`src/rtl/fbs_pkg.sv`:
```
package fbs_pkg;
    parameter int unsigned FBS_DATA_W = 8;
    parameter int unsigned FBS_LFSR_W = 7;
    parameter int unsigned FBS_TAP_HI = 6;
    parameter int unsigned FBS_TAP_LO = 5;
    parameter int unsigned FBS_BYPASS = 9;
endpackage

```
`src/rtl/fbs_mask_gen.sv`:
```
module fbs_mask_gen
    import fbs_pkg::*;
#(
    parameter int unsigned DATA_W = FBS_DATA_W,
    parameter int unsigned LFSR_W = FBS_LFSR_W,
    parameter int unsigned TAP_HI = FBS_TAP_HI,
    parameter int unsigned TAP_LO = FBS_TAP_LO
) (
    input  logic [LFSR_W-1:0] seed_i,
    output logic [DATA_W-1:0] mask_o,
    output logic [LFSR_W-1:0] seed_next_o
);
    // Unrolled serial generator: DATA_W steps per byte, first bit to MSB.
    logic [LFSR_W-1:0] walk;

    always_comb begin
        walk = seed_i;
        for (int k = 0; k < int'(DATA_W); k++) begin
            mask_o[DATA_W-1-k] = walk[LFSR_W-1];
            walk = {walk[LFSR_W-2:0], walk[TAP_HI] ^ walk[TAP_LO]};
        end
        seed_next_o = walk;
    end

    // a non-zero state never collapses to the all-zero lock-up state
    always_comb begin
        if (seed_i != '0) begin
            p_nonzero_keep_r6: assert (seed_next_o != '0);
        end
    end
endmodule

```
`src/rtl/fbs_frame_pos.sv`:
```
module fbs_frame_pos
    import fbs_pkg::*;
#(
    parameter int unsigned BYPASS_BYTES = FBS_BYPASS
) (
    input  logic clk_i,
    input  logic rst_i,
    input  logic valid_i,
    input  logic sof_i,
    output logic start_o,
    output logic bypass_o
);
    localparam int unsigned POS_W = $clog2(BYPASS_BYTES + 1);
    localparam logic [POS_W-1:0] POS_LIMIT = POS_W'(BYPASS_BYTES);

    logic [POS_W-1:0] pos_d, pos_q;
    logic [POS_W-1:0] eff_pos;

    always_comb begin
        start_o  = valid_i & sof_i;
        eff_pos  = start_o ? '0 : pos_q;
        bypass_o = (eff_pos < POS_LIMIT);
        pos_d    = pos_q;
        if (valid_i && bypass_o) begin
            pos_d = eff_pos + POS_W'(1);
        end
    end

    always_ff @(posedge clk_i) begin
        if (rst_i) begin
            pos_q <= POS_LIMIT;
        end else begin
            pos_q <= pos_d;
        end
    end

    // position never runs past the end of the overhead window
    p_pos_bound_r4: assert property (@(posedge clk_i) disable iff (rst_i)
        pos_q <= POS_LIMIT);

    // a frame-start byte is counted as byte 0
    p_sof_first_r3: assert property (@(posedge clk_i) disable iff (rst_i)
        (valid_i && sof_i) |=> (pos_q == POS_W'(1)));

    // a frame-start flag without a valid byte leaves the position alone
    p_sof_ignored_r10: assert property (@(posedge clk_i) disable iff (rst_i)
        (!valid_i && sof_i) |=> $stable(pos_q));
endmodule

```
`src/rtl/frame_byte_scrambler.sv`:
```
module frame_byte_scrambler
    import fbs_pkg::*;
#(
    parameter int unsigned DATA_W       = FBS_DATA_W,
    parameter int unsigned LFSR_W       = FBS_LFSR_W,
    parameter int unsigned TAP_HI       = FBS_TAP_HI,
    parameter int unsigned TAP_LO       = FBS_TAP_LO,
    parameter int unsigned BYPASS_BYTES = FBS_BYPASS
) (
    input  logic              clk_i,
    input  logic              rst_i,
    input  logic              valid_i,
    input  logic              sof_i,
    input  logic [DATA_W-1:0] data_i,
    output logic              valid_o,
    output logic [DATA_W-1:0] data_o
);
    localparam logic [LFSR_W-1:0] SEED_ONES = {LFSR_W{1'b1}};

    typedef struct packed {
        logic [LFSR_W-1:0] lfsr;
        logic [DATA_W-1:0] data;
        logic              valid;
    } scr_state_t;

    scr_state_t        st_d, st_q;
    logic              frame_start;
    logic              in_bypass;
    logic [LFSR_W-1:0] gen_seed;
    logic [DATA_W-1:0] gen_mask;
    logic [LFSR_W-1:0] gen_next;

    fbs_frame_pos #(
        .BYPASS_BYTES(BYPASS_BYTES)
    ) pos_i (
        .clk_i   (clk_i),
        .rst_i   (rst_i),
        .valid_i (valid_i),
        .sof_i   (sof_i),
        .start_o (frame_start),
        .bypass_o(in_bypass)
    );

    assign gen_seed = frame_start ? SEED_ONES : st_q.lfsr;

    fbs_mask_gen #(
        .DATA_W(DATA_W),
        .LFSR_W(LFSR_W),
        .TAP_HI(TAP_HI),
        .TAP_LO(TAP_LO)
    ) gen_i (
        .seed_i     (gen_seed),
        .mask_o     (gen_mask),
        .seed_next_o(gen_next)
    );

    always_comb begin
        st_d       = st_q;
        st_d.valid = valid_i;
        if (valid_i) begin
            if (in_bypass) begin
                st_d.data = data_i;
                st_d.lfsr = gen_seed;
            end else begin
                st_d.data = data_i ^ gen_mask;
                st_d.lfsr = gen_next;
            end
        end
    end

    always_ff @(posedge clk_i) begin
        if (rst_i) begin
            st_q.lfsr  <= SEED_ONES;
            st_q.data  <= '0;
            st_q.valid <= 1'b0;
        end else begin
            st_q <= st_d;
        end
    end

    assign valid_o = st_q.valid;
    assign data_o  = st_q.data;

    // output strobe follows input strobe by one clock
    p_valid_follow_r2: assert property (@(posedge clk_i) disable iff (rst_i)
        valid_i |=> valid_o);
    p_valid_drop_r2: assert property (@(posedge clk_i) disable iff (rst_i)
        !valid_i |=> !valid_o);

    // the frame-start byte leaves unchanged
    p_sof_pass_r4: assert property (@(posedge clk_i) disable iff (rst_i)
        (valid_i && sof_i) |=> (data_o == $past(data_i)));

    // after a bypassed byte the generator still holds all ones
    p_bypass_frozen_r5: assert property (@(posedge clk_i) disable iff (rst_i)
        (valid_i && sof_i) |=> (st_q.lfsr == SEED_ONES));

    // idle clocks hold output and generator
    p_idle_hold_r7: assert property (@(posedge clk_i) disable iff (rst_i)
        !valid_i |=> ($stable(st_q.lfsr) && $stable(data_o)));

    // the generator never reaches the all-zero state
    p_never_zero_r6: assert property (@(posedge clk_i) disable iff (rst_i)
        st_q.lfsr != '0);
endmodule

```
`config.mk`:
```
export PLATFORM = sky130hd
export DESIGN_NAME = frame_byte_scrambler
export DESIGN_NICKNAME = d
export VERILOG_FILES = /design/src/rtl/fbs_pkg.sv /design/src/rtl/fbs_mask_gen.sv /design/src/rtl/fbs_frame_pos.sv /design/src/rtl/frame_byte_scrambler.sv
export SDC_FILE = /design/constraint.sdc
export NUM_CORES = 1
export LEC_CHECK = 0
export BUFFER_PORTS_ARGS = -buffer_cell sky130_fd_sc_hd__buf_2
export CORE_UTILIZATION = 50
export CTS_BUF_LIST = sky130_fd_sc_hd__clkbuf_4 sky130_fd_sc_hd__clkbuf_8
export DETAILED_ROUTE_END_ITERATION = 6
export PLACE_DENSITY = 0.76
export RECOVER_POWER = 100
export SLEW_MARGIN = 20
export SYNTH_ARGS = -nofsm -noshare
export SYNTH_HDL_FRONTEND = slang
export SYNTH_SLANG_ARGS = --single-unit
```
`constraint.sdc`:
```
create_clock -name clk_i -period 1.75 [get_ports clk_i]
set_input_delay 0.35 -clock clk_i [delete_from_list [all_inputs] [get_ports clk_i]]
set_output_delay 0.35 -clock clk_i [all_outputs]
set_load 0.03 [all_outputs]
```
======== After elaboration in Yosys (flattened, before gate mapping) ========
Cells that the tools add are included.
operators by class
  $add $sub $neg .......................... 1
  order comparisons ....................... 1
  multiplexer cells ....................... 3
  bitwise operators ....................... 10
  reductions and logical operators ........ 1
operators by type and width
  kind                   number
  $mux W15               1
  $xor A1 B1 Y1          8
  $xor A8 B8 Y8          1
  $mux W7                1
  $add A4 B1 Y4 const B  1
  $lt A4 B4 Y1 const B   1
  $mux W4                1
  $and A1 B1 Y1          1
  $logic_and A1 B1 Y1    1
storage, ports and cells
  flip-flop bits (word level) ............. 20
  input port bits ......................... 12
  output and inout port bits .............. 9
  word-level logic and storage cells ...... 20

======== Longest topological paths before layout ========
Gate-level depths: netlist of run 1.
  word-level depth ........................ 5
  depth in mapped cells ................... 10
  mapped depth without buffers ............ 8

======== Hierarchy ========
Synthesis of run 1 repeated with hierarchy kept, for this count alone.
second synthesis, totals
  cell total of the unflattened synthesis .. 139
  area total of the unflattened synthesis .. 1173.6 um2
by module, submodules not included
  module                times used  cells an instance  area an instance (um2)  sequential area each (um2)
  frame_byte_scrambler  1           92                 777.0                   320.3
  fbs_frame_pos         1           32                 259.0                   80.1
  fbs_mask_gen          1           15                 137.6                   0.0

======== Worst setup path after synthesis of run 1 ========
OpenSTA, ideal clock, no wires.
  path kind ............................... input to register
  from .................................... input port sof_i
  to ...................................... register st_q, in the netlist data_o[5]
  setup time .............................. 0.086 ns
  data arrival time ....................... 1.599 ns
  required time ........................... 1.664 ns
  path slack .............................. 0.066 ns
  stages on the path ...................... 10
  buffers on the path ..................... 2
  cells stage by stage .................... nand2_2 > buf_4 > and2_1 > inv_1 > ha_1 > nand2b_1 > buf_6 > nand4_1 > xor2_1 > a211oi_1
on the way
  cells in the longest elaborated chain, start to end .. 4
  elaborated cells between the ends (all ways) .. 6
  classes of those cells .................. order compare: 1; mux: 3; bitwise: 2
RTL lines
  what                                                  RTL line                                         text
  start: declaration                                    frame_byte_scrambler.sv:13                       input logic sof_i,
  $and A1 B1 Y1 *                                       fbs_frame_pos.sv:20                              start_o = valid_i & sof_i;
  $mux W4 / $mux W7 (equally long branches)             fbs_frame_pos.sv:21, frame_byte_scrambler.sv:44
  $lt A4 B4 Y1 / $xor A8 B8 Y8 (equally long branches)  fbs_frame_pos.sv:22, frame_byte_scrambler.sv:65
  $mux W15 *                                            frame_byte_scrambler.sv:61                       if (in_bypass) begin
  end signal: assignment                                frame_byte_scrambler.sv:77                       st_q <= st_d;
  end: declaration                                      frame_byte_scrambler.sv:26                       scr_state_t st_d, st_q;
Mark *: on every way between the ends. The rest lies on a longest branch, timed or not.
A chain may end at the register's enable or synchronous reset.

======== Final worst setup path of run 1 ========
  from .................................... input port valid_i
  to ...................................... register st_q[9] (netlist name)
on the way
  cells in the longest elaborated chain, start to end .. 5
  elaborated cells between the ends (all ways) .. 8
  classes of those cells .................. order compare: 1; mux: 3; bitwise: 4
RTL lines
  what                                                                  RTL line                    text
  start: declaration                                                    frame_byte_scrambler.sv:12  input logic valid_i,
  parallel branches: the longest is 5 deep, another holds $lt A4 B4 Y1  -
Several ways; the timed one is not identified.

==> summary.md, run 1 <==
| Metric | Value |
|---|---|
| Mapped cell area | between 0.001 and 0.0015 mm^2 |
| Pint | roughly 730 uW |
| Vias in the first global route | between 700 and 800 |
| Clock slew at reported path FFs | 0.11 ns |
| Number of synthesized flops with an enable pin | 0 |
| Post-synth top area cell | dfxtp_1 |
| Maximum vdd drop | 529 uV |
| Hold_buf cts | 0 |
| Max-cap violations | 0 |
| Cells along the critical path | buf_2 -> clkbuf_1 -> nor2b_1 -> nor3b_2 -> buf_4 -> a2bb2oi_1 |
| Setup crit end kind | flip-flop |
| CTS Root Cell | clkbuf_4 |
| Via count | 842 |
| Initial core utilization | 0.540 |
| Global route overflow | 0 |
| Outcome | complete, no violations |
| Post-DP Area | 0.00114 mm^2 |
| Net Sw Frac | 0.304 |
| DR DRC count | 0 |
| Syn. warnings | 0 |
| Hold Vio Cnt, Final | 0 |
| Num ports | 21 |
| DP Wirelength | between 1000 and 1500 um |
| Port buffer count | 20 |
| Critical path class | primary input to flip-flop |
| PD cells | 890 mW/mm^2 |
| N_diodes | 0 |
| Syn Inst Count | approximately 120 |
| Clock Latency Late Sink | a little under 0.3 ns |
| RePlAce Congestion | approximately 0.79 |
| Crit path required time | slightly below 2 ns |
| Post-DRT Antenna Nets | 0 |
| Die Area | 0.00233 mm^2 |
| Initial antenna violation count | 0 |
| Filler cells | between 150 and 200 |
| Routed WL | between 2000 and 2500 um |
| Max_slew headroom | 0.387 |
| Pleak | between 0.4 and 0.5 nW |
| Sequential power share | 0.501 |
| Mean routed wirelength per cell | 12.8 um |
| Register Area | about 400 um^2 |
| Max-slew violations | 0 |
| Crit-path slowest cell | clkbuf_1 |
| Endpoints failing setup | 0 |
| Final net count | about 150 |
| Layout cells sized above 1 | 0.208 |
| Critical path's top delay family | buffers and inverters |
| Synth top area cells | dfxtp_1, xor2_1, buf_4 |
| Area of the multi-input gates | 573 um^2 |
| Net Sw Power | about 320 uW |
| Clock skew | ~0.0020 ns |
| Overall global routing resource usage | 0.193 |
| Clock power frac | 0.249 |
| FMAX | roughly 630 MHz |
| Die X | slightly below 50 um |
| Min-Delay Path Class | primary input to flip-flop |
| Largest net degree at the start of global routing | 24 |
| Worst path bufs/invs | 3 |
| Reg2Reg Setup Slack | 0.18 ns |
| Syn_area_per_cell | around 9 um^2 |
| # clock sinks | 20 |
| Vias per cell | between 5 and 6 |
| Pwr Total | approximately 1.0 mW |
| CTS tree | done |
| Logic pwr share | 0.250 |
| CTS H-Tree Depth | 1 |
| Setup bufs post-CTS | 0 |
| Synth unique cells | 31 |
| Share of Yosys cell area claimed by the top area cell type | 0.374 |
| Worst-margin pin slew | 0.919 ns |
| Number of iterations in the first detailed-routing pass | 4 |
| Drt initial violations | 38 |
| Final worst path period need | about 1.6 ns |
| Core area | between 0.0015 and 0.002 mm^2 |
| First-pass GRT wire length | around 3100 um |
| Top cells by count, synth | dfxtp_1, xor2_1, nor2_1, buf_4 |
| Chip Height | between 40 and 50 um |
| P&R area growth vs syn | 10.0% |
| Ys async rst share | 0 |
| CP startpoint kind | primary input |
| Synth Flop Type | dfxtp_1 |
| Crit Path Max Fanout | 23 |
| Synthesized Nets | 130 |
| Final Cell Area | 0.00118 mm^2 |
| Crit share post-route | 0.912 |
| Unrepaired setup endpoints after global routing | false |
| WP data arrival | 1.79 ns |
| Seq/Total Area, Yosys | 0.374 |
| CP peak stage delay | just under 0.7 ns |
| Row count | 16 |
| Most frequent cell after synthesis | dfxtp_1 |
| CTS Buf Count | 3 |
| Clock buffer depth | 2 |
| FF+latch count, synth | 20 |
logic make-up after synthesis:
family / Yosys count / synth area share
and+or+nand+nor: 36 / 0.180
AOI/OAI and AO/OA: 23 / 0.179
DFF: 20 / 0.374
buffers and inverters: 18 / 0.104
xor gates and xnor gates: 16 / 0.131
adders and majority gates: 2 / 0.0234
muxes: 1 / 0.00935
worst min-delay path, delay by kind of cell:
family                    cells  cell delay [ns]
buffers and inverters         1             0.08
xor gates and xnor gates      1             0.12
AOI/OAI and AO/OA             1             0.08
per-layer routing:
layer | wire, um | up-vias | track usage
met5 | 0 | - | 0
met4 | 10 | 0 | 0.0778
met3 | 81 | 2 | 0.0519
met2 | 950 | 23 | 0.299
met1 | 967 | 386 | 0.253
li1 | - | 431 | -
cell usage in the layout (no fill, tap or decap), types with 4 or more instances in the layout:
master | netlist | routed
nand2_1 | 6 | 6
dfxtp_1 | 20 | 19
nand4_1 | 8 | 8
clkbuf_1 | 3 | 10
nor2_1 | 12 | 12
a211oi_1 | 8 | 8
buf_2 | 2 | 11
buf_4 | 9 | 4
a2bb2oi_1 | 7 | 6
xor2_1 | 13 | 13
cell type report:
| class | count | share of cell area |
|---|---|---|
| clock buffers | 4 | 0.0308 |
| multi-input cells | 78 | 0.486 |
| flip-flops and latches | 20 | 0.341 |
| inverters | 3 | 0.00955 |
| repair buffers | 25 | 0.104 |
| well taps | 27 | 0.0287 |
path summary, 6_finish.rpt:
kind	from	to	depth (start not counted)
worst max-delay path	valid_i	st_q[9]	6
worst min-delay path	data_i[2]	data_o[2]	3
worst max register to register	pos_i.pos_q[0]	st_q[9]	7
worst min register to register	data_o[1]	data_o[1]	2
metrics by stage:
stage	TNS [ns]	std cells	utilization	setup WS (ns)	hold slack [ns]
CTS	0	157	0.596	0.107	0.360
global route	0	157	0.595	0.0246	0.370
finish	0	157	0.595	0.154	0.377
global placement	-0.000947	153	0.576	-0.000947	0.470
detailed placement	-1.01	153	0.576	-0.114	0.475
floorplan	0	116	-	0.0655	0.428
power groups by stage:
stage	registers (mW)	clock network (mW)	logic, mW
CTS	0.524	0.277	0.265
finish	0.526	0.261	0.262
global route	0.533	0.290	0.290
detailed placement	0.534	0	0.262
floorplan	0.525	0	0.229
global placement	0.533	0	0.255
registers in the layout, summed over array words and instances (netlist names):
name         flops
data_o           8
pos_i.pos_q      4
valid_o          1
st_q             7
repair_timing:
| action | CTS | global route |
|---|---|---|
| resized for setup | 1 | 3 |
| pin swaps | 0 | 1 |
| setup endpoints to repair | 1 | 11 |
Power figures use the tool's default switching activity.
==> inputs of run 2 (changes only) <==
CORE_MARGIN = 3   (was not set)
==> summary.md, run 2 (synthesized netlist as in run 1, its figures left out) <==
| Metric | Value |
|---|---|
| CTS Root Cell | clkbuf_4 |
| Largest net degree at the start of global routing | 24 |
| Vias in the first global route | around 760 |
| Initial antenna violation count | 0 |
| Commonest cells after routing, fill and taps aside | dfxtp_1, xor2_1, nor2_1 |
| Most common cell after layout, fill and taps aside | dfxtp_1 |
| Met1 Use GR | 0.231 |
| CTS Buf Count | 3 |
| Max-slew violations | 0 |
| Overall global routing resource usage | 0.167 |
| Final Cell Area | roughly 0.0012 mm^2 |
| Cell Count, Final, Fillers Out | about 160 |
| Setup bufs post-CTS | 0 |
| WP data arrival | 1.83 ns |
| DR DRC count | 0 |
| Clock slew at reported path FFs | 0.11 ns |
| Layout cells sized above 1 | 0.206 |
| DP Wirelength | around 1500 um |
| Die Area | around 0.0027 mm^2 |
| Number of iterations in the first detailed-routing pass | 4 |
| Min-Delay Path Class | primary input to flip-flop |
| Vias per cell | about 5.4 |
| Hold Vio Cnt, Final | 0 |
| Final net count | around 150 |
| Clock skew | 0.00518 ns |
| Hold slack | between 0.3 and 0.4 ns |
| Pint | between 700 and 800 uW |
| Net Sw Frac | 0.305 |
| Worst-margin pin slew | a little under 0.4 ns |
| Setup WS post-layout | between 0.1 and 0.15 ns |
| Max reg flops | 8 |
| Crit path required time | just under 2 ns |
| M2 GR Usage | 0.244 |
| CP startpoint kind | flip-flop |
| Final worst path period need | approximately 1.6 ns |
| Clock buffer depth | 2 |
| Max-cap violations | 0 |
| Port buffer count | 20 |
| Core area | between 0.002 and 0.0025 mm^2 |
| FMAX | between 600 and 700 MHz |
| CTS tree | done |
| Num ports | 21 |
| Die X | between 50 and 60 um |
| Layer with the highest usage | met2 |
| Post-DRT Antenna Nets | 0 |
| Outcome | complete, no violations |
| Pre-CTS setup slack | -0.149 ns |
| # clock sinks | 20 |
| RePlAce Congestion | around 0.84 |
| Setup_tns | 0 ns |
| Clock Latency Late Sink | 0.29 ns |
| Maximum vdd drop | between 300 and 400 uV |
| DP Cell Count | 154 |
| Drt initial violations | 23 |
| Routed WL | 2010 um |
| Chip Height | between 50 and 60 um |
| Logic pwr share | 0.247 |
| Initial core utilization | 0.535 |
| Endpoints failing setup | 0 |
| Sequential power share | 0.500 |
| CTS H-Tree Depth | 1 |
| P&R area growth vs syn | 9.93% |
| PD cells | 893 mW/mm^2 |
| Mean routed wirelength per cell | roughly 13 um |
| Row count | 16 |
| Post-DP Area | 0.00115 mm^2 |
| Crit Path Max Fanout | 9 |
| Clock power frac | 0.253 |
| Pleak | ~0.48 nW |
| Critical path class | flip-flop to flip-flop |
| GR Util met3 | 0.0370 |
| Global route overflow | 0 |
| Via count | between 800 and 900 |
| Max_slew headroom | 0.743 |
| Setup crit end kind | flip-flop |
| Crit share post-route | 0.931 |
| Net Sw Power | approximately 320 uW |
| First-pass GRT wire length | roughly 3400 um |
| N_diodes | 0 |
==> run 2: cell types whose count changed in the layout (fill, tap and decap cells not counted) <==
cell	change
a2bb2oi_2	-1
nand2b_4	-1
buf_4	+2
clkbuf_1	-1
nand2b_2	+1
a2bb2oi_1	+1
dfxtp_2	-1
dfxtp_1	+1
==> run 2: worst paths after layout <==
| kind | startpoint | endpoint | slack [ns] | depth (start not counted) |
|---|---|---|---|---|
| max | pos_i.pos_q[0] | data_o[4] | 0.12 | 7 |
| max reg2reg | pos_i.pos_q[0] | data_o[4] | 0.12 | 7 |
| min reg2reg | data_o[3] | data_o[3] | 0.49 | 2 |
| min | data_i[7] | data_o[7] | 0.38 | 3 |
==> run 2: cell type report <==
type	count	area, um^2
clock buffers	4	36.3
fillers	193	825
inverters	3	11.3
multi-input cells	78	562
flip-flops and latches	20	400
well taps	27	33.8
repair buffers	26	134
==> run 2: per-layer routing <==
| layer | vias to the layer above | part of all wire |
|---|---|---|
| li1 | 430 | - |
| met1 | 394 | 0.47 |
| met2 | 24 | 0.46 |
| met3 | 2 | 0.059 |
| met4 | 0 | 0.0060 |
| met5 | - | 0 |
==> run 2: power groups by stage <==
| stage | clock (mW) | sequential [mW] | combinational, mW |
|---|---|---|---|
| after CTS | 0.278 | 0.525 | 0.266 |
| after global routing | 0.299 | 0.530 | 0.289 |
| final | 0.266 | 0.526 | 0.259 |
| after floorplan | 0 | 0.525 | 0.229 |
| after global placement | 0 | 0.533 | 0.258 |
| after detailed placement | 0 | 0.535 | 0.265 |
==> run 2: critical path, cell delays in order (launching register included) <==
cell and delay (ns):
dfxtp_1 0.38, and2_1 0.16, inv_1 0.05, ha_1 0.20, nand2b_2 0.17, nand4_1 0.14
xor2_1 0.17, a211oi_1 0.26
==> run 2: per-stage QoR <==
stage	power [mW]	utilization
floorplan	0.754	-
global route	1.12	0.588
finish	1.05	0.588
CTS	1.07	0.593
global placement	0.791	0.574
detailed placement	0.800	0.574
==> run 2: timing repair <==
item	4_1_cts	5_1_grt
setup endpoints to repair	0	15
resized for setup	0	1
hold buffers	0	0
==> inputs of run 3 (changes only) <==
GPL_TIMING_DRIVEN = 0   (was not set)
==> summary.md, run 3 (synthesized netlist as in run 1, its figures left out) <==
| Metric | Value |
|---|---|
| Outcome | complete, no violations |
| Pre-CTS setup slack | -0.274 ns |
| Mean routed wirelength per cell | approximately 14 um |
| Num ports | 21 |
| DR DRC count | 0 |
| Row count | 16 |
| Commonest cells after routing, fill and taps aside | dfxtp_1, buf_2, xor2_1 |
| Clock slew at reported path FFs | between 0.1 and 0.15 ns |
| Final net count | 155 |
| Clock Latency Late Sink | between 0.3 and 0.4 ns |
| Via count | 899 |
| CTS H-Tree Depth | 1 |
| Worst-margin pin slew | 0.576 ns |
| PD cells | approximately 950 mW/mm^2 |
| Maximum vdd drop | 482 uV |
| Vias in the first global route | 840 |
| Hold Vio Cnt, Final | 0 |
| Min-Delay Path Class | primary input to flip-flop |
| Endpoints failing setup | 0 |
| Max_slew headroom | 0.616 |
| Setup crit end kind | flip-flop |
| N_diodes | 0 |
| Pleak | between 0.5 and 0.6 nW |
| Resize count post-CTS | 0 |
| WP data arrival | around 1.9 ns |
| CP startpoint kind | primary input |
| Crit share post-route | 0.944 |
| Layout cells sized above 1 | 0.271 |
| FMAX | approximately 610 MHz |
| Crit Path Max Fanout | 10 |
| P&R area growth vs syn | 20.1% |
| Initial antenna violation count | 0 |
| Largest net degree at the start of global routing | 13 |
| Global route overflow | 0 |
| Core area | roughly 0.002 mm^2 |
| Hold_buf cts | 0 |
| Initial core utilization | 0.535 |
| Post-DP Area | about 0.0012 mm^2 |
| Finished Core Util | 0.643 |
| Filler cells | 179 |
| Chip Height | 52.3 um |
| Vias per cell | between 5 and 6 |
| Pwr Total | 1.22 mW |
| Clock buffer depth | 2 |
| CTS tree | done |
| Drt initial violations | 21 |
| Port buffer count | 20 |
| # clock sinks | 20 |
| Max-slew violations | 0 |
| Critical path class | primary input to flip-flop |
| Setup WS post-layout | ~0.099 ns |
| Post-DRT Antenna Nets | 0 |
| CTS Buf Count | 3 |
| Max reg flops | 8 |
| Final worst path period need | 1.65 ns |
| RePlAce Congestion | 0.818 |
| Die Area | about 0.0027 mm^2 |
| Setup bufs post-CTS | 0 |
| Die X | 52.3 um |
| Routed WL | ~2300 um |
| Max-cap violations | 0 |
| CTS Root Cell | clkbuf_4 |
| Final Cell Area | 0.00129 mm^2 |
| DP Wirelength | 1620 um |
| Overall global routing resource usage | 0.190 |
| Most common cell after layout, fill and taps aside | dfxtp_1 |
| Crit path required time | roughly 2.0 ns |
| Number of iterations in the first detailed-routing pass | 4 |
| Reg2Reg Setup Slack | around 0.15 ns |
| First-pass GRT wire length | 3820 um |
| Clock skew | about 0.0050 ns |
run 3: cell types whose count changed in the layout (fill, tap and decap cells not counted), sizes merged:
cell | previous run | this run
clkbuf | 13 | 15
buf | 17 | 23
bufinv | 0 | 1
run 3: critical path, cell delays in order:
cell and delay (ns):
buf_2 0.14, nand2_4 0.11, buf_8 0.13, and2_1 0.15
inv_1 0.05, ha_1 0.20, nor2b_2 0.19, o21ai_1 0.24
mux2i_1 0.25, nor2_1 0.06
run 3: area by class of cell:
cell class                 instances  area, um^2  share of cell area
clock buffer                       3        22.5              0.0175
sequential                        20         402               0.312
inverter                           3        11.3             0.00875
timing repair buffer              20        88.8              0.0691
buffer                            15         108              0.0837
tap                               27        33.8              0.0263
multi-input combinational         78         591               0.459
clock inverter                     1        30.0              0.0233
run 3: where the power goes:
group          switching (mW)  total [mW]  internal (mW)
clock                   0.161       0.393          0.232
combinational           0.172       0.309          0.136
sequential             0.0286       0.520          0.492
run 3: routing by layer:
layer	share of wire	up-vias	track usage
li1	-	445	-
met1	0.43	425	0.232
met2	0.50	24	0.316
met3	0.051	5	0.0256
met4	0.019	0	0.111
met5	0	-	0
run 3: worst paths after layout:
check                                    start             end  cells after the start
worst max-delay path                     sof_i  pos_i.pos_q[1]                     10
worst min-delay path                     rst_i         valid_o                      2
worst max register to register  pos_i.pos_q[0]  pos_i.pos_q[1]                      7
worst min register to register       data_o[1]       data_o[1]                      2
run 3: metrics by stage:
| stage | hold slack [ns] | TNS, ns | instances |
|---|---|---|---|
| after floorplan | 0.428 | 0 | 116 |
| after global placement | 0.473 | -3.31 | 163 |
| after detailed placement | 0.480 | -4.15 | 163 |
| after CTS | 0.292 | 0 | 167 |
| after global routing | 0.316 | -0.00800 | 167 |
| final | 0.303 | 0 | 167 |
